===== config.mk =====
export PLATFORM = sky130hd
export DESIGN_NAME = svol_stereo
export DESIGN_NICKNAME = d
export VERILOG_FILES = /design/src/rtl/svol_pkg.sv /design/src/rtl/svol_slew.sv /design/src/rtl/svol_scale.sv /design/src/rtl/svol_stage.sv /design/src/rtl/svol_stereo.sv
export SDC_FILE = /design/constraint.sdc
export NUM_CORES = 2
export LEC_CHECK = 0
export ABC_AREA = 0
export BUFFER_PORTS_ARGS = -buffer_cell sky130_fd_sc_hd__buf_2
export CORE_MARGIN = 4
export CORE_UTILIZATION = 60
export DETAILED_ROUTE_END_ITERATION = 10
export GPL_TIMING_DRIVEN = 0
export PLACE_DENSITY = 0.87
export SLEW_MARGIN = 20
export SYNTH_ARGS = -nofsm -noshare
export SYNTH_HDL_FRONTEND = slang
export SYNTH_SLANG_ARGS = --single-unit

===== constraint.sdc =====
create_clock -name clk -period 14.52 [get_ports clk]
set_input_delay 2.904 -clock clk [delete_from_list [all_inputs] [get_ports clk]]
set_output_delay 2.904 -clock clk [all_outputs]
set_load 0.05 [all_outputs]

===== src/rtl/svol_pkg.sv =====
package svol_pkg;
  localparam int NUM_CH = 2;
  typedef enum logic {CH_L = 1'b0, CH_R = 1'b1} chan_e;
endpackage


===== src/rtl/svol_slew.sv =====
module svol_slew #(
  parameter int GW = 14,
  parameter int RW = 10
) (
  input  logic          clk,
  input  logic          rst_n,
  input  logic          wr,
  input  logic [GW-1:0] req,
  input  logic          tick,
  input  logic          mute,
  output logic [GW-1:0] gain
);
  localparam int LW = GW - RW;

  logic [GW-1:0] tgt;
  logic [RW-1:0] hi;
  logic [LW-1:0] lo;
  logic [RW-1:0] goal;

  // coarse goal: zero while muted, otherwise the held request
  always_comb goal = mute ? '0 : tgt[GW-1:LW];

  always_ff @(posedge clk) begin
    if (!rst_n) begin
      tgt <= '1;
      hi  <= '1;
      lo  <= '1;
    end else begin
      if (wr) tgt <= req;
      if (mute)    lo <= '0;
      else if (wr) lo <= req[LW-1:0];
      else         lo <= tgt[LW-1:0];
      if (tick) begin
        if (hi < goal)      hi <= hi + 1'b1;
        else if (hi > goal) hi <= hi - 1'b1;
      end
    end
  end

  assign gain = {hi, lo};
endmodule


===== src/rtl/svol_scale.sv =====
module svol_scale #(
  parameter int SW = 24,
  parameter int GW = 14
) (
  input  logic [SW-1:0] din,
  input  logic [GW-1:0] gain,
  output logic [SW-1:0] dout
);
  logic signed [SW+GW:0] prod;

  always_comb begin
    prod = $signed(din) * $signed({1'b0, gain});
    dout = SW'(prod >>> GW);
  end
endmodule


===== src/rtl/svol_stage.sv =====
module svol_stage #(
  parameter int W = 48
) (
  input  logic         clk,
  input  logic         rst_n,
  input  logic         s_valid,
  output logic         s_ready,
  input  logic [W-1:0] s_data,
  output logic         m_valid,
  input  logic         m_ready,
  output logic [W-1:0] m_data
);
  assign s_ready = !m_valid || m_ready;

  always_ff @(posedge clk) begin
    if (!rst_n) begin
      m_valid <= 1'b0;
      m_data  <= '0;
    end else if (s_ready) begin
      m_valid <= s_valid;
      if (s_valid) m_data <= s_data;
    end
  end
endmodule


===== src/rtl/svol_stereo.sv =====
module svol_stereo #(
  parameter int GAIN_W   = 14,
  parameter int RAMP_W   = 10,
  parameter int SAMPLE_W = 24
) (
  input  logic                clk,
  input  logic                rst_n,
  input  logic                vol_wr_l,
  input  logic                vol_wr_r,
  input  logic [GAIN_W-1:0]   vol_req_l,
  input  logic [GAIN_W-1:0]   vol_req_r,
  input  logic                fs_tick,
  input  logic                mute_req,
  input  logic                in_valid,
  output logic                in_ready,
  input  logic [SAMPLE_W-1:0] in_l,
  input  logic [SAMPLE_W-1:0] in_r,
  output logic                out_valid,
  input  logic                out_ready,
  output logic [SAMPLE_W-1:0] out_l,
  output logic [SAMPLE_W-1:0] out_r,
  output logic [GAIN_W-1:0]   gain_l,
  output logic [GAIN_W-1:0]   gain_r
);
  import svol_pkg::*;

  localparam int PAIR_W = SAMPLE_W * NUM_CH;

  logic                wr_a     [NUM_CH];
  logic [GAIN_W-1:0]   req_a    [NUM_CH];
  logic [GAIN_W-1:0]   gain_a   [NUM_CH];
  logic [SAMPLE_W-1:0] smp_a    [NUM_CH];
  logic [SAMPLE_W-1:0] scaled_a [NUM_CH];
  logic [PAIR_W-1:0]   pair_in;
  logic [PAIR_W-1:0]   pair_out;

  assign wr_a[CH_L]  = vol_wr_l;
  assign wr_a[CH_R]  = vol_wr_r;
  assign req_a[CH_L] = vol_req_l;
  assign req_a[CH_R] = vol_req_r;
  assign smp_a[CH_L] = in_l;
  assign smp_a[CH_R] = in_r;

  for (genvar c = 0; c < NUM_CH; c++) begin : g_ch
    svol_slew #(.GW(GAIN_W), .RW(RAMP_W)) slew_i (
      .clk  (clk),
      .rst_n(rst_n),
      .wr   (wr_a[c]),
      .req  (req_a[c]),
      .tick (fs_tick),
      .mute (mute_req),
      .gain (gain_a[c])
    );
    svol_scale #(.SW(SAMPLE_W), .GW(GAIN_W)) scale_i (
      .din (smp_a[c]),
      .gain(gain_a[c]),
      .dout(scaled_a[c])
    );
    assign pair_in[c*SAMPLE_W +: SAMPLE_W] = scaled_a[c];
  end

  svol_stage #(.W(PAIR_W)) stage_i (
    .clk    (clk),
    .rst_n  (rst_n),
    .s_valid(in_valid),
    .s_ready(in_ready),
    .s_data (pair_in),
    .m_valid(out_valid),
    .m_ready(out_ready),
    .m_data (pair_out)
  );

  assign out_l  = pair_out[CH_L*SAMPLE_W +: SAMPLE_W];
  assign out_r  = pair_out[CH_R*SAMPLE_W +: SAMPLE_W];
  assign gain_l = gain_a[CH_L];
  assign gain_r = gain_a[CH_R];
endmodule


-- After elaboration in Yosys (flattened, before gate mapping)
Cells that the tools add are included.
Widths: inputs -> output; s select.
- flip-flop bits (word level): 105
- latch bits: 0
- RAM bits: 0
- bits in read-only memories: 0
- input port bits: 84
- output and inout bits: 78
- logic and storage cells: 35
- memories kept: 0
- add/subtract/negate cells: 4
- multipliers: 2
- divide/modulo/power cells: 0
- order comparisons: 4
- equality and inequality tests: 0
- shift-type cells: 0
- multiplexer cells: 10
- bitwise logic cells: 0
- reductions and logical operators: 7
- operators with widths (cell ; number):
    $mul 24x15->38 ; 2
    $mux 10 ; 6
    $add 10x1->10 const B ; 2
    $gt 10x10->1 ; 2
    $lt 10x10->1 ; 2
    $sub 10x1->10 const B ; 2
    $mux 4 ; 4
    $reduce_and 2->1 ; 3
    $reduce_bool 2->1 ; 2
    $logic_not 1->1 ; 1
    $logic_or 1x1->1 ; 1

-- Longest topological paths before layout
- depth in word-level cells: 4
- depth in mapped cells: 26
- depth with buffers taken out: 24

-- Hierarchy
Synthesis repeated with hierarchy kept, for this count alone.
- cells, all modules: 3015
- area total of the unflattened synthesis: 27915.5 um^2
- modules (own cells, without submodules) (module ; instances ; cells an instance ; area each (um^2) ; seq. area each (um^2)):
    svol_scale (g_ch[0].scale_i) ; 1 ; 1233 ; 11377.2 ; 0.0
    svol_scale (g_ch[1].scale_i) ; 1 ; 1222 ; 11269.6 ; 0.0
    svol_stage ; 1 ; 214 ; 1945.6 ; 980.9
    svol_slew (g_ch[1].slew_i) ; 1 ; 173 ; 1667.8 ; 560.5
    svol_slew (g_ch[0].slew_i) ; 1 ; 173 ; 1655.3 ; 560.5

-- Worst setup path after synthesis
Ideal clock, no wire load.
- path kind: input to register
- from: input in_l[11]
- to: register stage_i.m_data[21]
- setup time: 117 ps
- data arrival time: 8528 ps
- required time: 14403 ps
- setup slack: 5874 ps
- cell stages on the path: 23
- path buffers: 1
- path through: clkbuf_1 and2_1 fa_1 inv_1 fa_1 inv_1 fa_1 fa_1 fa_1 inv_1 fa_1 inv_1 ha_1 o21ai_1 or2b_1 a41oi_2 a211oi_2 o311ai_4 a211oi_2 o21ai_2 a31oi_1 or3_1 a32o_1
- word-level cells in the longest chain between the ends: 1
- RTL lines (item ; RTL line ; RTL):
    start, declared ; svol_stereo.sv:16 ; input logic [SAMPLE_W-1:0] in_l,
    $mul 24x15->38 ; svol_scale.sv:12 ; prod = $signed(din) * $signed({1'b0, gain});
    end signal, assigned ; svol_stage.sv:21 ; if (s_valid) m_data <= s_data;
    end, declared ; svol_stage.sv:11 ; output logic [W-1:0] m_data
Every way passes these cells.
A chain may end at the register's enable or synchronous reset.

-- Worst setup path after layout
- from: input in_r[9]
- to: register stage_i.m_data[36]
- word-level cells in the longest chain between the ends: 1
- RTL lines (item ; RTL line ; RTL):
    start, declared ; svol_stereo.sv:17 ; input logic [SAMPLE_W-1:0] in_r,
    $mul 24x15->38 ; svol_scale.sv:12 ;
Every way passes these cells.

==> run_summary.xml <==
<?xml version="1.0" encoding="UTF-8"?>
<metrics>
  <group name="run_status">
    <metric name="run_status" unit="">finished clean</metric>
  </group>
  <group name="global_route">
    <metric name="grt_antenna_before_repair" unit="">4</metric>
    <metric name="total_global_routing_overflow" unit="">0</metric>
    <metric name="pin_count_of_the_biggest_net_entering_global_routing" unit="">22</metric>
    <metric name="grtUsageTotal" unit="%">30.89</metric>
    <metric name="first_global_vias" unit="">23170</metric>
    <metric name="grt_first_pass_wirelength" unit="mm">120.2</metric>
  </group>
  <group name="finish">
    <metric name="layout_commonest_cell" unit="">inv_1</metric>
    <metric name="post_route_cells_drive_above_1_share" unit="%">5.921</metric>
    <metric name="antennaDiodeCount" unit="">0</metric>
    <metric name="syn2layout_area_growth" unit="%">6.737</metric>
    <metric name="most-common-layout-cells" unit="">649 x inv_1, 620 x fa_1, 426 x and2_1</metric>
    <metric name="finish.net_count" unit="">4063</metric>
    <metric name="final_design_area_no_fill" unit="mm2">0.02920</metric>
    <metric name="layout.filler_cells" unit="">3499</metric>
    <metric name="final_core_utilization" unit="%">65.46</metric>
  </group>
  <group name="critical_path">
    <metric name="timing.reg2reg.setup_slack" unit="ps">6950</metric>
    <metric name="critical-path-slowest-cell" unit="">a2111oi_0</metric>
    <metric name="critical-path-max-stage-delay" unit="ps">740</metric>
    <metric name="worst_r2r_endpoint" unit="">stage_i.m_data[21]</metric>
    <metric name="start_kind" unit="">input pin</metric>
    <metric name="arrival_time_at_the_worst_endpoint" unit="ps">9560</metric>
    <metric name="r2r_cells" unit="">24</metric>
    <metric name="crit_path_start" unit="">in_r[9]</metric>
    <metric name="timing.critical_path.cells" unit="">buf_2 &gt; clkbuf_1 &gt; and2_1 &gt; fa_1 &gt; inv_1 &gt; fa_1 &gt; inv_1 &gt; fa_1 &gt; fa_1 &gt; fa_1 &gt; inv_1 &gt; fa_1 &gt; inv_1 &gt; ha_1 &gt; and3_1 &gt; and3_1 &gt; o2111ai_1 &gt; a31o_2 &gt; a31oi_1 &gt; a21oi_1 &gt; o21bai_1 &gt; a2111oi_0 &gt; o31ai_1 &gt; and2_1</metric>
    <metric name="type_of_element_capturing_the_critical_path" unit="">flop</metric>
    <metric name="critical_path.top_delay_family" unit="">adder cells</metric>
    <metric name="critPathBufInv" unit="">6</metric>
    <metric name="reg2reg_from" unit="">g_ch[0].slew_i.hi[0]</metric>
    <metric name="worst_ep_required_time" unit="ps">14780</metric>
    <metric name="timing.critical_path.mode_cell" unit="">fa_1</metric>
    <metric name="critical_path.max_fanout" unit="">10</metric>
    <metric name="setup.worst_path.class" unit="">in2reg</metric>
  </group>
  <group name="floorplan">
    <metric name="number_of_top_level_pins" unit="">162</metric>
    <metric name="rows" unit="">77</metric>
    <metric name="design.core.area" unit="mm2">0.04461</metric>
    <metric name="die_height" unit="um">221.5</metric>
    <metric name="die_x" unit="um">221.5</metric>
    <metric name="floorplan.initialDensity" unit="%">61.33</metric>
    <metric name="die-area" unit="mm2">0.04907</metric>
  </group>
  <group name="sta">
    <metric name="layout_setup_ws" unit="ps">5223</metric>
    <metric name="max_freq" unit="GHz">0.1076</metric>
    <metric name="rsz0062_at_grt" unit="">no</metric>
    <metric name="post-route-min-period" unit="ps">9297</metric>
    <metric name="hold_viol_final" unit="">0</metric>
    <metric name="fin_worst_skew" unit="ps">13.43</metric>
    <metric name="slew_viol_final" unit="">0</metric>
    <metric name="setup-violations-final" unit="">0</metric>
    <metric name="worst_slew_pin_slew" unit="ps">987.5</metric>
    <metric name="slew_headroom" unit="%">33.77</metric>
    <metric name="period_utilization" unit="%">64.03</metric>
    <metric name="fin_tns_setup" unit="ps">0</metric>
  </group>
  <group name="synthesis">
    <metric name="yosys_warnings" unit="">0</metric>
    <metric name="synth_compound_area_share" unit="%">6.106</metric>
    <metric name="synth_top_area_share" unit="%">45.37</metric>
    <metric name="postSynthAreaPerCell" unit="um2">9.168</metric>
    <metric name="synth-async-reset-ratio" unit="%">0</metric>
    <metric name="post_synth_xor_area_fraction" unit="%">2.337</metric>
    <metric name="number_of_synthesized_flops_with_an_enable_pin" unit="">0</metric>
    <metric name="yosys_register_bits" unit="">105</metric>
    <metric name="synthSimpleGateAreaFrac" unit="%">17.18</metric>
    <metric name="synth_top_family_by_area" unit="">adder cells</metric>
    <metric name="synth-adder-area-share" unit="%">54.79</metric>
    <metric name="synth.area.top_cells" unit="">fa_1 45%, and2_1 9.7%, ha_1 9.4%, inv_1 8.9%, dfxtp_1 7.7%</metric>
    <metric name="muxShareOfSynthArea" unit="%">1.139</metric>
    <metric name="synth_fp_nets" unit="">3894</metric>
    <metric name="syn-cell-area" unit="mm2">0.02736</metric>
    <metric name="synth_seq_area_share" unit="%">7.684</metric>
    <metric name="library_cell_with_the_largest_summed_area_after_synthesis" unit="">fa_1</metric>
    <metric name="ys_dominant_reg_cell" unit="">dfxtp_1</metric>
    <metric name="post_synth_inst_count" unit="">2984</metric>
    <metric name="netlist-cell-type-count" unit="">61</metric>
  </group>
  <group name="route">
    <metric name="wirelength_per_cell" unit="um">19.57</metric>
    <metric name="vias_per_cell" unit="">5.661</metric>
    <metric name="vias" unit="">21230</metric>
    <metric name="total_wire_length" unit="mm">73.40</metric>
    <metric name="drc" unit="">0</metric>
    <metric name="drt_first_pass_iters" unit="">6</metric>
    <metric name="drt-initial-drc-count" unit="">1833</metric>
    <metric name="number_of_nets_with_antenna_violations_after_detailed_routing" unit="">0</metric>
  </group>
  <group name="worst_hold_path">
    <metric name="hold_path_end" unit="">stage_i.m_data[16]</metric>
    <metric name="worstHoldPathCells" unit="">2</metric>
    <metric name="worst_min_delay_path_class" unit="">reg2reg</metric>
    <metric name="hold_path_startpoint" unit="">stage_i.m_data[16]</metric>
  </group>
  <group name="placed_design">
    <metric name="hpwl" unit="mm">62.22</metric>
    <metric name="finalWeightedCongestion" unit="">0.9986</metric>
    <metric name="placed_cell_area" unit="mm2">0.02889</metric>
    <metric name="dpl_worst_slack" unit="ps">4925</metric>
    <metric name="io_buffer_count" unit="">158</metric>
  </group>
  <group name="clocking">
    <metric name="cts-hold-fix-buffers" unit="">0</metric>
    <metric name="cts_post_setup_buffers_inserted" unit="">0</metric>
    <metric name="cts-buffers-inserted" unit="">9</metric>
    <metric name="cts_resized" unit="">0</metric>
    <metric name="tritoncts_num_sinks" unit="">105</metric>
    <metric name="cts_htree_levels" unit="">3</metric>
    <metric name="cts-root-buf" unit="">clkbuf_16</metric>
    <metric name="cts_tree" unit="">yes</metric>
    <metric name="clock_latency" unit="ps">370</metric>
    <metric name="clk_pin_slew_worst_paths" unit="ps">80</metric>
    <metric name="cts-root-to-sink-buffers" unit="">2</metric>
  </group>
  <group name="flow_run">
    <metric name="maxCapViolations" unit="">0</metric>
  </group>
</metrics>
[sequential cells by signal, indices dropped and copies added, names as in the netlist]
signal	flops
stage_i.m_valid	1
g_ch.slew_i.hi	20
g_ch.slew_i.tgt	28
g_ch.slew_i.lo	8
stage_i.m_data	48
[how the worst max path moves through the flow]
| stage | end | slack (ps) | depth (start not counted) |
|---|---|---|---|
| after global routing | stage_i.m_data[45] | 4950 | 20 |
| after global placement | stage_i.m_data[21] | 5070 | 24 |
| after CTS | stage_i.m_data[47] | 5290 | 20 |
| final | stage_i.m_data[36] | 5220 | 24 |
| after floorplan | stage_i.m_data[21] | 5870 | 23 |
| after detailed placement | stage_i.m_data[36] | 4920 | 24 |
[cell type report]
| cell class | instances | area [um2] | area share [%] |
|---|---|---|---|
| clock inverters | 7 | 86.33 | 0.2957 |
| inverters | 650 | 2440 | 8.356 |
| plain buffers | 134 | 503.0 | 1.723 |
| flip-flops and latches | 105 | 2102 | 7.199 |
| clock buffers | 9 | 225.2 | 0.7713 |
| well taps | 592 | 740.7 | 2.537 |
| repair buffers | 158 | 790.8 | 2.708 |
| multi-input cells | 2095 | 22310 | 76.41 |
[routing by layer]
metal	track usage, %	share of wire [%]	wire length (um)	vias up
met5	0	0.019	14	-
met4	17.19	7.0	5165	2
met3	8.473	11	7990	315
met2	48.62	46	33670	1116
met1	38.99	36	26560	10580
li1	-	-	-	9218
[logic make-up (layout without fill, tap and decap cells)]
logic type,after synthesis,in the layout
compound gates,252,252
buf+inv,784,958
fa+ha+maj,826,826
mux,31,31
simple gates,913,913
xor+xnor,73,73
flops,105,105
[metrics by stage]
| step | hold WS, ps | std cells |
|---|---|---|
| final | 449.1 | 3750 |
| after CTS | 450.5 | 3750 |
| after global routing | 470.3 | 3750 |
| after global placement | 430.4 | 3734 |
| after floorplan | 432.6 | 2984 |
| after detailed placement | 438.8 | 3734 |
[cell usage after synthesis (7+ instances only)]
cell type,count
nor2b_1,11
nand2_1,376
fa_1,620
o21ai_0,58
a21oi_1,53
nor2_1,20
and2_1,426
o211ai_1,11
a21o_1,24
dfxtp_1,105
and3_1,11
inv_1,649
a211oi_1,9
nand4_1,7
mux2i_1,30
ha_1,206
nand3_1,13
nand2b_1,22
o31ai_1,8
nor3_1,13
xnor2_1,50
o21bai_1,12
xor2_1,23
o21ai_1,19
o21a_1,11
clkbuf_1,131
[worst min-delay path: stages (launching register included)]
cell	delay [ps]
dfxtp_1	310
nand2_1	50
o21ai_1	50
Power is left out: the tool's default activity adds up to more than one toggle a clock period on the data nets, which glitch-free logic cannot reach.
